$ cat src/rtl/timer_pkg.sv
`timescale 1ns/1ps
package timer_pkg;

  // control word bit positions
  localparam int CTRL_ONESHOT = 0;
  localparam int CTRL_WIDE    = 1;
  localparam int CTRL_PS_LO   = 2;
  localparam int CTRL_PS_HI   = 3;
  localparam int CTRL_ENABLE  = 7;
  localparam logic [7:0] CTRL_KEEP = 8'h8F;

  // word select inside a channel group
  typedef enum logic [1:0] {
    CH_RELOAD = 2'd0,
    CH_COUNT  = 2'd1,
    CH_CTRL   = 2'd2,
    CH_SHADOW = 2'd3
  } ch_word_e;

  // word select inside the shared group
  typedef enum logic [1:0] {
    SH_MASK   = 2'd0,
    SH_RAW    = 2'd1,
    SH_MASKED = 2'd2,
    SH_CLEAR  = 2'd3
  } sh_word_e;

endpackage

$ cat src/rtl/timer_prescaler.sv
`timescale 1ns/1ps
module timer_prescaler #(
  parameter int DIV = 16
) (
  input  logic clk,
  input  logic rst_n,
  input  logic tick,
  input  logic run,
  input  logic restart,
  input  logic slow,
  output logic fire
);
  localparam int PW = $clog2(DIV);
  localparam logic [PW-1:0] LAST = PW'(DIV - 1);

  logic [PW-1:0] phase_q;

  assign fire = run & tick & (~slow | (phase_q == LAST));

  always_ff @(posedge clk or negedge rst_n) begin
    if (!rst_n) begin
      phase_q <= '0;
    end else if (restart) begin
      phase_q <= '0;
    end else if (run & tick & slow) begin
      phase_q <= (phase_q == LAST) ? '0 : phase_q + 1'b1;
    end
  end

  // in slow mode two strobes never come back to back
  AST_SLOW_SPACING: assert property (@(posedge clk) disable iff (!rst_n)
    (fire && slow && !restart) |=> (!fire || !slow));

endmodule

$ cat src/rtl/timer_channel.sv
`timescale 1ns/1ps
module timer_channel
  import timer_pkg::*;
#(
  parameter int CNT_W    = 32,
  parameter int NARROW_W = 16,
  parameter int PS_DIV   = 16
) (
  input  logic             clk,
  input  logic             rst_n,
  input  logic             tick,
  input  logic             ld_we,
  input  logic             sh_we,
  input  logic             ctl_we,
  input  logic [CNT_W-1:0] wdata,
  output logic [CNT_W-1:0] count_o,
  output logic [CNT_W-1:0] reload_o,
  output logic [7:0]       ctrl_o,
  output logic             expire_o
);
  localparam int PAD_W = CNT_W - NARROW_W;

  logic [CNT_W-1:0] count_q, reload_q;
  logic [7:0]       ctrl_q;
  logic             done_q;
  logic             en, oneshot, wide, slow, en_rise, run, fire, at_one;

  function automatic logic [CNT_W-1:0] fit(input logic [CNT_W-1:0] v, input logic w);
    fit = w ? v : {{PAD_W{1'b0}}, v[NARROW_W-1:0]};
  endfunction

  assign en      = ctrl_q[CTRL_ENABLE];
  assign oneshot = ctrl_q[CTRL_ONESHOT];
  assign wide    = ctrl_q[CTRL_WIDE];
  assign slow    = |ctrl_q[CTRL_PS_HI:CTRL_PS_LO];
  assign en_rise = ctl_we & ~en & wdata[CTRL_ENABLE];
  assign run     = en & ~done_q;
  assign at_one  = (count_q == CNT_W'(1));

  timer_prescaler #(.DIV(PS_DIV)) u_ps (
    .clk     (clk),
    .rst_n   (rst_n),
    .tick    (tick),
    .run     (run),
    .restart (ld_we | en_rise),
    .slow    (slow),
    .fire    (fire)
  );

  always_ff @(posedge clk or negedge rst_n) begin
    if (!rst_n) begin
      ctrl_q   <= '0;
      reload_q <= '0;
      count_q  <= '0;
      done_q   <= 1'b0;
    end else begin
      if (ctl_we) ctrl_q <= wdata[7:0] & CTRL_KEEP;
      if (ld_we | sh_we) reload_q <= wdata;
      if (ld_we) begin
        count_q <= fit(wdata, wide);
        done_q  <= 1'b0;
      end else if (en_rise) begin
        count_q <= fit(reload_q, wdata[CTRL_WIDE]);
        done_q  <= 1'b0;
      end else if (fire) begin
        if (at_one) begin
          if (oneshot) begin
            count_q <= '0;
            done_q  <= 1'b1;
          end else begin
            count_q <= fit(reload_q, wide);
          end
        end else begin
          count_q <= fit(count_q - 1'b1, wide);
        end
      end
    end
  end

  assign expire_o = fire & at_one;
  assign count_o  = count_q;
  assign reload_o = reload_q;
  assign ctrl_o   = ctrl_q;

  AST_FROZEN_WHEN_OFF: assert property (@(posedge clk) disable iff (!rst_n)
    (!en && !ld_we && !ctl_we) |=> $stable(count_q));

  AST_ONESHOT_STOPS: assert property (@(posedge clk) disable iff (!rst_n)
    (expire_o && oneshot && !ld_we && !ctl_we) |=> (count_q == '0));

  AST_DONE_HOLDS: assert property (@(posedge clk) disable iff (!rst_n)
    (done_q && !ld_we && !ctl_we) |=> $stable(count_q));

  AST_PERIODIC_RELOAD: assert property (@(posedge clk) disable iff (!rst_n)
    (expire_o && !oneshot && wide && !ld_we && !ctl_we && !sh_we)
      |=> (count_q == $past(reload_q)));

endmodule

$ cat src/rtl/timer_irq.sv
`timescale 1ns/1ps
module timer_irq #(
  parameter int NUM_CH = 2
) (
  input  logic              clk,
  input  logic              rst_n,
  input  logic              mask_we,
  input  logic              clr_we,
  input  logic [NUM_CH-1:0] wdata,
  input  logic [NUM_CH-1:0] expire,
  output logic [NUM_CH-1:0] mask_o,
  output logic [NUM_CH-1:0] raw_o,
  output logic              irq
);
  logic [NUM_CH-1:0] mask_q, raw_q, clr_bits;

  assign clr_bits = clr_we ? wdata : '0;

  always_ff @(posedge clk or negedge rst_n) begin
    if (!rst_n) begin
      mask_q <= '0;
      raw_q  <= '0;
    end else begin
      if (mask_we) mask_q <= wdata;
      raw_q <= (raw_q & ~clr_bits) | expire;
    end
  end

  assign mask_o = mask_q;
  assign raw_o  = raw_q;
  assign irq    = |(raw_q & mask_q);

  AST_EXPIRY_LATCHED: assert property (@(posedge clk) disable iff (!rst_n)
    (|expire) |=> ((raw_q & $past(expire)) == $past(expire)));

  AST_CLEAR_TAKES: assert property (@(posedge clk) disable iff (!rst_n)
    (clr_we && !(|expire)) |=> ((raw_q & $past(clr_bits)) == '0));

  AST_QUIET_WHEN_MASKED: assert property (@(posedge clk) disable iff (!rst_n)
    (mask_q == '0) |-> !irq);

endmodule

$ cat src/rtl/multi_timer.sv
`timescale 1ns/1ps
module multi_timer
  import timer_pkg::*;
#(
  parameter  int NUM_CH   = 2,
  parameter  int CNT_W    = 32,
  parameter  int NARROW_W = 16,
  parameter  int PS_DIV   = 16,
  localparam int ADDR_W   = $clog2(16 * (NUM_CH + 1)),
  localparam int GRP_W    = ADDR_W - 4
) (
  input  logic              clk,
  input  logic              rst_n,
  input  logic              tick,
  input  logic              bus_sel,
  input  logic              bus_wr,
  input  logic [ADDR_W-1:0] bus_addr,
  input  logic [CNT_W-1:0]  bus_wdata,
  output logic [CNT_W-1:0]  bus_rdata,
  output logic              irq
);
  logic [GRP_W-1:0] grp;
  logic [1:0]       word;
  logic             aligned, acc_wr, acc_rd;

  assign grp     = bus_addr[ADDR_W-1:4];
  assign word    = bus_addr[3:2];
  assign aligned = (bus_addr[1:0] == 2'b00);
  assign acc_wr  = bus_sel & bus_wr & aligned;
  assign acc_rd  = bus_sel & ~bus_wr & aligned;

  logic [CNT_W-1:0]  ch_count  [NUM_CH];
  logic [CNT_W-1:0]  ch_reload [NUM_CH];
  logic [7:0]        ch_ctrl   [NUM_CH];
  logic [NUM_CH-1:0] expire, mask, raw;

  for (genvar c = 0; c < NUM_CH; c++) begin : g_ch
    logic hit;
    assign hit = acc_wr & (grp == GRP_W'(c + 1));

    timer_channel #(
      .CNT_W    (CNT_W),
      .NARROW_W (NARROW_W),
      .PS_DIV   (PS_DIV)
    ) u_ch (
      .clk      (clk),
      .rst_n    (rst_n),
      .tick     (tick),
      .ld_we    (hit & (word == CH_RELOAD)),
      .sh_we    (hit & (word == CH_SHADOW)),
      .ctl_we   (hit & (word == CH_CTRL)),
      .wdata    (bus_wdata),
      .count_o  (ch_count[c]),
      .reload_o (ch_reload[c]),
      .ctrl_o   (ch_ctrl[c]),
      .expire_o (expire[c])
    );
  end

  timer_irq #(.NUM_CH(NUM_CH)) u_irq (
    .clk     (clk),
    .rst_n   (rst_n),
    .mask_we (acc_wr & (grp == '0) & (word == SH_MASK)),
    .clr_we  (acc_wr & (grp == '0) & (word == SH_CLEAR)),
    .wdata   (bus_wdata[NUM_CH-1:0]),
    .expire  (expire),
    .mask_o  (mask),
    .raw_o   (raw),
    .irq     (irq)
  );

  always_comb begin
    bus_rdata = '0;
    if (acc_rd) begin
      if (grp == '0) begin
        case (sh_word_e'(word))
          SH_MASK:   bus_rdata = {{(CNT_W-NUM_CH){1'b0}}, mask};
          SH_RAW:    bus_rdata = {{(CNT_W-NUM_CH){1'b0}}, raw};
          SH_MASKED: bus_rdata = {{(CNT_W-NUM_CH){1'b0}}, raw & mask};
          default:   bus_rdata = '0;
        endcase
      end else begin
        for (int c = 0; c < NUM_CH; c++) begin
          if (grp == GRP_W'(c + 1)) begin
            case (ch_word_e'(word))
              CH_COUNT: bus_rdata = ch_count[c];
              CH_CTRL:  bus_rdata = {{(CNT_W-8){1'b0}}, ch_ctrl[c]};
              default:  bus_rdata = ch_reload[c];
            endcase
          end
        end
      end
    end
  end

  AST_IDLE_READS_ZERO: assert property (@(posedge clk) disable iff (!rst_n)
    (!bus_sel || bus_wr) |-> (bus_rdata == '0));

endmodule

$ cat config.mk
export PLATFORM = sky130hd
export DESIGN_NAME = multi_timer
export DESIGN_NICKNAME = d
export VERILOG_FILES = /design/src/rtl/timer_pkg.sv /design/src/rtl/timer_prescaler.sv /design/src/rtl/timer_channel.sv /design/src/rtl/timer_irq.sv /design/src/rtl/multi_timer.sv
export SDC_FILE = /design/constraint.sdc
export NUM_CORES = 1
export LEC_CHECK = 0
export BUFFER_PORTS_ARGS = -buffer_cell sky130_fd_sc_hd__buf_2
export CORE_MARGIN = 4
export CORE_UTILIZATION = 30
export CTS_CLUSTER_DIAMETER = 30
export DETAILED_ROUTE_END_ITERATION = 12
export SYNTH_ARGS = -nofsm -noshare
export SYNTH_HDL_FRONTEND = slang
export SYNTH_SLANG_ARGS = --single-unit
$ cat constraint.sdc
create_clock -name clk -period 7.3 [get_ports clk]
set_clock_uncertainty 0.15 [all_clocks]
set_input_delay 0.73 -clock clk [delete_from_list [all_inputs] [get_ports clk]]
set_output_delay 0.73 -clock clk [all_outputs]
set_load 0.1 [all_outputs]
# Word level (Yosys, flattened, before mapping)
# Index checks and enable logic that the tools add are counted.
# totals
register_bits	152
input_bits	43
elab_cells	129
# classes
n_reduce_logical	16
addsub	4
mux	42
n_eq_ne	9
n_bitwise	46
# ops
cell	n
2-to-1 mux 32 bit	22
case mux 32 bit (2 select lines)	2
== test 32 x 1 -> 1 bit, second input constant	2
subtractor 32 x 1 -> 32 bit, second input constant	2
bitwise AND 1 bit	29
2-to-1 mux 4 bit	6
nonzero test 3 bit	6
2-to-1 mux 1 bit	10
adder 4 x 1 -> 4 bit, second input constant	2
== test 4 bit, second input constant	2
NOT 1 bit	7
== test 2 bit, second input constant	3
zero test 2 bit	3
bitwise OR 1 bit	6
case mux 2 bit (3 select lines)	1
AND reduction 3 bit	2
OR reduction 2 bit	3
bitwise AND 2 bit	2
== test 2 x 1 -> 1 bit, second input constant	2
nonzero test 2 bit	2
2-to-1 mux 2 bit	1
NOT 2 bit	1
bitwise OR 2 bit	1

# Depth between registers and ports, before layout
# Gate-level depths: netlist (run 1).
# logic_depth
ltp_word	8
depth_mapped	11
mapped_depth_nobuf	8

# Hierarchy
# Synthesis (run 1) repeated with hierarchy kept, for this count alone.
# hier_totals
hier_cells	1078
hier_area_um2	10060.9
# by_module_without_submodules
module	area_each_um2	instances	cells_per_inst
timer_channel	3862.5	2	380
multi_timer	1739.2	1	263
timer_prescaler	217.7	2	22
timer_irq	161.4	1	11

# Worst setup path after synthesis (run 1)
# OpenSTA, ideal clock, no wires.
# synth_timing
path_type	input port to output port
start	input port bus_addr[2]
end	output port bus_rdata[6]
t_arrival_ns	2.820
path_stages	8
n_path_buf	3
t_required_ns	6.420
path_slack_ns	3.600
cell_sequence	inv_1 > ha_1 > clkbuf_1 > clkbuf_1 > buf_1 > a31oi_1 > o22ai_1 > and2_1
# synth_between
elab_chain_cells	6
word_cells_on_any_way	8
# synth_lines
item	line_no	text
start: declaration	multi_timer.sv:17	input logic [ADDR_W-1:0] bus_addr,
== test 2 bit or == test 2 x 1 -> 1 bit (tied branches)	multi_timer.sv:85	case (ch_word_e'(word))
case mux 32 bit (2 select lines)	multi_timer.sv:85	
2-to-1 mux 32 bit	multi_timer.sv:84	if (grp == GRP_W'(c + 1)) begin
2-to-1 mux 32 bit (*)	multi_timer.sv:84	
2-to-1 mux 32 bit (*)	multi_timer.sv:75	if (grp == '0) begin
2-to-1 mux 32 bit (*)	multi_timer.sv:74	if (acc_rd) begin
end: declaration	multi_timer.sv:19	output logic [CNT_W-1:0] bus_rdata,
# Every way passes the cells marked *; elsewhere a longest branch is shown, timed or not.

# Final worst setup path (run 1)
# layout_timing
start	input port bus_addr[3]
end	output port bus_rdata[16]
# Same word-level chain as after synthesis.

==> results of run 1 <==
==> area by class of cell <==
cell class                      instances  area [um2]  share of cell area (%)
Multi-Input combinational cell        833        5629                   50.50
Sequential cell                       152        3804                   34.12
Tap cell                              435       544.3                   4.883
Timing Repair Buffer                   95       531.8                   4.770
Clock buffer                           19       442.9                   3.974
Clock inverter                         13       146.4                   1.313
Inverter                               13       48.80                  0.4378
==> worst max-delay path: cells and delay by family <==
family,cells,cell delay (ns)
AOI/OAI and AO/OA,2,0.47
and+or+nand+nor,1,0.20
buffers and inverters,4,1.07
adders and majority gates,1,0.87
==> cell usage in the layout, fill, tap and decap left out, types with 9 or more instances in the layout <==
cell type  instances
nor3_1            46
nor2_1            67
a221oi_1          11
and2_1            33
a211oi_1           9
mux2_2            74
nand3_1           29
nor4_1            10
a31oi_1           57
xor2_1            15
nor2b_1           56
dfrtp_1          152
o211ai_1           9
nand4_1           12
inv_1             13
o22ai_1           54
or4_1             14
a22o_1             9
clkbuf_16         17
a21oi_1           43
nand2_1           68
o21ai_0           31
buf_2             74
a22oi_1           35
or3_1             16
buf_4             20
==> kinds of logic (layout without fill, tap and decap cells) <==
kind of cell	count (synthesis)	after routing
flip-flops	152	152
XOR/XNOR	21	21
multiplexers	80	80
adder cells (fa/ha/maj)	10	10
buffers and inverters	99	140
AND/OR/NAND/NOR	395	395
AO/OA/AOI/OAI	327	327
==> power breakdown <==
| group | total (mW) | leakage [nW] | internal (mW) | switching [mW] |
|---|---|---|---|---|
| logic | 0.619 | 2.33 | 0.271 | 0.348 |
| clock network | 0.897 | 0.284 | 0.515 | 0.381 |
| registers | 1.20 | 1.96 | 0.984 | 0.212 |
| total | 2.71 | 4.57 | 1.77 | 0.942 |
==> path summary, 6_finish.rpt <==
path | endpoint | start | slack [ns]
min | g_ch[1].u_ch.reload_o[22] | rst_n | 0.23
max in group asynchronous | g_ch[1].u_ch.ctrl_o[2] | rst_n | 5.39
max reg2reg | g_ch[1].u_ch.count_o[11] | g_ch[1].u_ch.count_o[1] | 3.18
min in group clk | g_ch[1].u_ch.done_q | g_ch[1].u_ch.done_q | 0.35
min reg2reg | g_ch[1].u_ch.done_q | g_ch[1].u_ch.done_q | 0.35
max | bus_rdata[16] | bus_addr[3] | 3.00
==> registers in the layout (all words and copies together) (netlist names) <==
name,flops
u_irq.raw_o,2
g_ch.u_ch.ctrl_o,10
g_ch.u_ch.count_o,64
g_ch.u_ch.done_q,2
g_ch.u_ch.reload_o,64
g_ch.u_ch.u_ps.phase_q,8
u_irq.mask_o,2
==> layer usage <==
layer  routed length (um)  GRT usage, %  vias to the layer above
met5                    0             0                        -
met3                 2251         3.223                       72
met4                 1031         6.110                        0
met2                15600         29.64                      410
met1                15010         25.47                     4537
li1                     -             -                     4192
==> impl_metrics.tcl, run 1 <==
set metrics [dict create \
    status "finished, final reports clean" \
    layout-drive-gt1-share_pct 19.73 \
    numClockSinks 152 \
    final_util_pct 34.96 \
    syn-cell-area_um2 9787 \
    cts_buffers 17 \
    hold_viol 0 \
    holdWs_ns 0.2282 \
    grt_setup_unrepaired "no" \
    cap_viol_max_count 0 \
    p_total_mw 2.711 \
    dp_cells 1528 \
    drt_iter0_markers 1091 \
    syn_nets 1137 \
    pin_count 76 \
    synth-simple-area-share_pct 21.57 \
    cp_common_cell "buf_2" \
    cts_tree "done" \
    ys_ff_latch 152 \
    firstDrtPassIters 6 \
    reg2reg_depth 8 \
    final_net_count 1165 \
    postRouteWirelength_mm 33.89 \
    grt_pass1_wl_mm 52.53 \
    port_buffers 75 \
    synthTopCellsByCount "dfrtp_1, mux2_2, clkbuf_1" \
    clk_transition_reported_paths_ns 0.06 \
    crit_required_ns 6.42 \
    p_leak_nw 4.570 \
    syn_to_final_growth_pct 13.90 \
    synth_compound_area_share_pct 23.25 \
    cts_hold_buf 0 \
    slowest_delay_ns 0.87 \
    rows 65 \
    grt_util_all_layers_pct 18.51 \
    antenna_found_initial 0 \
    ir_drop_uv 155.7 \
    place_ws_ns 2.722 \
    synthAdderAreaFrac_pct 1.278 \
    power_per_cell_area_nw_per_um2 243.2 \
    die_x_um 188.6 \
    overflow 0 \
    core_area_um2 31880 \
    ys_seq_area_share_pct 38.86 \
    slew_headroom_pct 18.31 \
    dieArea_um2 35580 \
    min_path_type "input port to async pin" \
    place_area_um2 10560 \
    path_max_fanout 90 \
    htree_levels 4 \
    synth_ff_type "dfrtp_1" \
    crit_path_top_delay_cell "ha_4" \
    cp.arrival_ns 3.42 \
    maxSlewViolCount 0 \
    cp-start-kind "input port" \
    yosys_warnings 0 \
    crit_chain "buf_2 -> inv_1 -> ha_4 -> buf_4 -> a31oi_1 -> o21ai_0 -> and2_1 -> buf_2" \
    synth.area.mux_share_pct 9.128 \
    synth.most_common_cell "dfrtp_1" \
    path_class "input port to output port" \
    synth_top_area_cell "dfrtp_1" \
    clockRootBuffer "clkbuf_16" \
    fill_cells 3360 \
    synth-xor-area-share_pct 1.879 \
    synth_top_cell_area_share_pct 38.86 \
    finalSetupViolations 0 \
    via_per_inst 5.904 \
    worst_pin_slew_ns 1.223 \
    synthArstFlopShare_pct 100.0 \
    end_kind "output port" \
    finalCritPeriodShare_pct 58.85 \
    synth_edf_count 0 \
    grt_pass1_vias 8804 \
    globalplace.congestion 0.9225 \
    grt_max_degree 100 \
    syn_inst 1084 \
    drc 0 \
    dp_hpwl_mm 23.96 \
    fp.dieH_um 188.6 \
    synthDistinctLibCells 70 \
    period_minus_slack_ns 4.296 \
    initial_core_util_pct 30.70 \
    vias 9211 \
    wl_per_cell_um 21.72 \
    avgSynthCellArea_um2 9.028 \
    synth_top_family_by_area "compound AO/OA/AOI/OAI gates" \
    final_antenna_net_count 0 \
    final.setup.tns_ns 0 \
    fin_area_um2 11150 \
    worst_slack_ns 3.004 \
    post_cts_buffers 0 \
    cts_max_path_buffers 2 \
    yosys-top-cells-area "dfrtp_1, mux2_2, a31oi_1, nor2b_1, o22ai_1" \
    instances_no_fill 1560 \
    num_antenna_cells 0 \
    clk_latency_ns 0.45 \
    max_freq_mhz 232.8 \
    cts_resized 0 \
]
Note: power is estimated with default switching activity, not from simulation.
==> run 2: changes to the inputs <==
==> constraint.sdc (replaced) <==
create_clock -name clk -period 4.01 [get_ports clk]
set_clock_uncertainty 0.15 [all_clocks]
set_input_delay 0.401 -clock clk [delete_from_list [all_inputs] [get_ports clk]]
set_output_delay 0.401 -clock clk [all_outputs]
set_load 0.1 [all_outputs]
==> impl_metrics.tcl, run 2 (synthesis results as in run 1) <==
set metrics [dict create \
    path_class "flop to flop" \
    grt_util_all_layers_pct 19.08 \
    end_kind "flop" \
    num_antenna_cells 0 \
    status "finished, final reports clean" \
    r2r-start "g_ch[1].u_ch.count_o[18]" \
    overflow 0 \
    core_area_um2 31880 \
    ir_drop_uv 299.3 \
    cts_buffers 17 \
    layout_commonest_cell "dfrtp_1" \
    maxSlewViolCount 0 \
    crit_path_top_delay_cell "or4_1" \
    finalCritPeriodShare_pct 82.53 \
    dieArea_um2 35580 \
    die_x_um 188.6 \
    pin_count 76 \
    worst_pin_slew_ns 1.220 \
    post_cts_buffers 0 \
    dp_hpwl_mm 24.87 \
    clockRootBuffer "clkbuf_16" \
    grt_setup_unrepaired "no" \
    cts_resized 0 \
    period_minus_slack_ns 3.309 \
    final_util_pct 35.73 \
    cp.arrival_ns 3.51 \
    dp_cells 1553 \
    hold_viol 0 \
    fin_area_um2 11390 \
    place_ws_ns 0.7255 \
    cts_tree "done" \
    path_max_fanout 16 \
    clk_latency_ns 0.44 \
    grt_max_degree 71 \
    crit_required_ns 4.21 \
    clk_transition_reported_paths_ns 0.07 \
    reg2reg_to "g_ch[1].u_ch.count_o[19]" \
    sw_frac_of_total_pct 33.92 \
    drt_iter0_markers 1009 \
    power_per_cell_area_nw_per_um2 442.1 \
    startpoint "g_ch[1].u_ch.count_o[18]" \
    power_frac_seq_pct 43.2 \
    endpoint "g_ch[1].u_ch.count_o[19]" \
    final_net_count 1191 \
    port_buffers 75 \
    grt_pass1_wl_mm 53.86 \
    wl_per_cell_um 21.82 \
    final_antenna_net_count 0 \
    syn_to_final_growth_pct 16.40 \
    numClockSinks 152 \
    cts_hold_buf 1 \
    cts_max_path_buffers 2 \
    grt_pass1_vias 8999 \
    drc 0 \
    layout-drive-gt1-share_pct 21.39 \
    min_path_cells 2 \
    postRouteWirelength_mm 34.58 \
    vias 9422 \
    finalSetupViolations 0 \
    crit_chain "or4_1 -> or4_1 -> or4_1 -> o31ai_4 -> buf_4 -> a221oi_1 -> o22ai_1" \
    via_per_inst 5.944 \
    cp_common_cell "or4_1" \
    p_clk_share_pct 33.9 \
    max_freq_mhz 302.2 \
    reg2reg_setup_slack_ns 0.70 \
    globalplace.congestion 0.9102 \
    reg2reg_depth 7 \
    initial_core_util_pct 30.70 \
    fp.dieH_um 188.6 \
    place_area_um2 10770 \
    cp-start-kind "flop" \
    p_int_mw 3.328 \
    htree_levels 4 \
    instances_no_fill 1585 \
    rows 65 \
    cap_viol_max_count 0 \
    slowest_delay_ns 0.71 \
    firstDrtPassIters 6 \
    min_path_type "input port to flop" \
    power.switching_mw 1.708 \
    slew_headroom_pct 18.39 \
    pwr-share-comb_pct 22.9 \
    p_leak_nw 4.724 \
    p_total_mw 5.036 \
    antenna_found_initial 0 \
    final.setup.tns_ns 0 \
    worst_slack_ns 0.7006 \
    final_cell_mix "dfrtp_1, mux2_2, buf_2, nand2_1, nor2_1" \
    holdWs_ns 0.1268 \
]
## run 2: cell types whose count changed in the layout (fill, tap and decap cells not counted)
cell,before,now
clkinv_4,5,0
buf_4,20,43
dlygate4sd3_1,0,1
buf_12,0,2
inv_6,2,3
clkbuf_8,1,3
bufinv_16,2,3
## run 2: cell type report
type | instances | area [um2]
fillers | 3315 | 20490
inverters | 13 | 48.80
repair buffers | 121 | 754.5
flip-flops and latches | 152 | 3804
clock inverters | 10 | 141.4
clock buffers | 21 | 470.5
multi-input cells | 833 | 5629
well taps | 435 | 544.3
## run 2: worst min path at each step
stage | startpoint | endpoint | slack, ns
finish | bus_wdata[25] | g_ch[1].u_ch.reload_o[25] | 0.13
global route | bus_wdata[21] | g_ch[1].u_ch.count_o[21] | 0.14
CTS | bus_wdata[28] | g_ch[0].u_ch.reload_o[28] | 0.13
detailed placement | rst_n | g_ch[1].u_ch.reload_o[22] | 0.32
global placement | rst_n | g_ch[1].u_ch.reload_o[22] | 0.32
floorplan | rst_n | g_ch[0].u_ch.count_o[0] | -0.04
## run 2: power by group through the flow
stage | registers [mW] | clock network (mW) | logic [mW]
floorplan | 2.00 | 0 | 0.915
global placement | 2.18 | 0 | 1.12
detailed placement | 2.19 | 0 | 1.13
CTS | 2.16 | 1.72 | 1.14
global route | 2.22 | 1.79 | 1.28
finish | 2.17 | 1.71 | 1.16
## run 2: worst max-delay path, delay by kind of cell (launching register included)
kind            cells  cell delay [ns]
compound gates      3             0.58
buf+inv             1             0.26
simple gates        3             1.80
flops               1             0.43
## run 2: layer usage
layer | vias to the layer above | global-route usage [%] | wire length, um
li1 | 4232 | - | -
met1 | 4708 | 25.99 | 15040
met2 | 423 | 31.40 | 16270
met3 | 59 | 3.279 | 2447
met4 | 0 | 5.297 | 821
met5 | - | 0 | 0
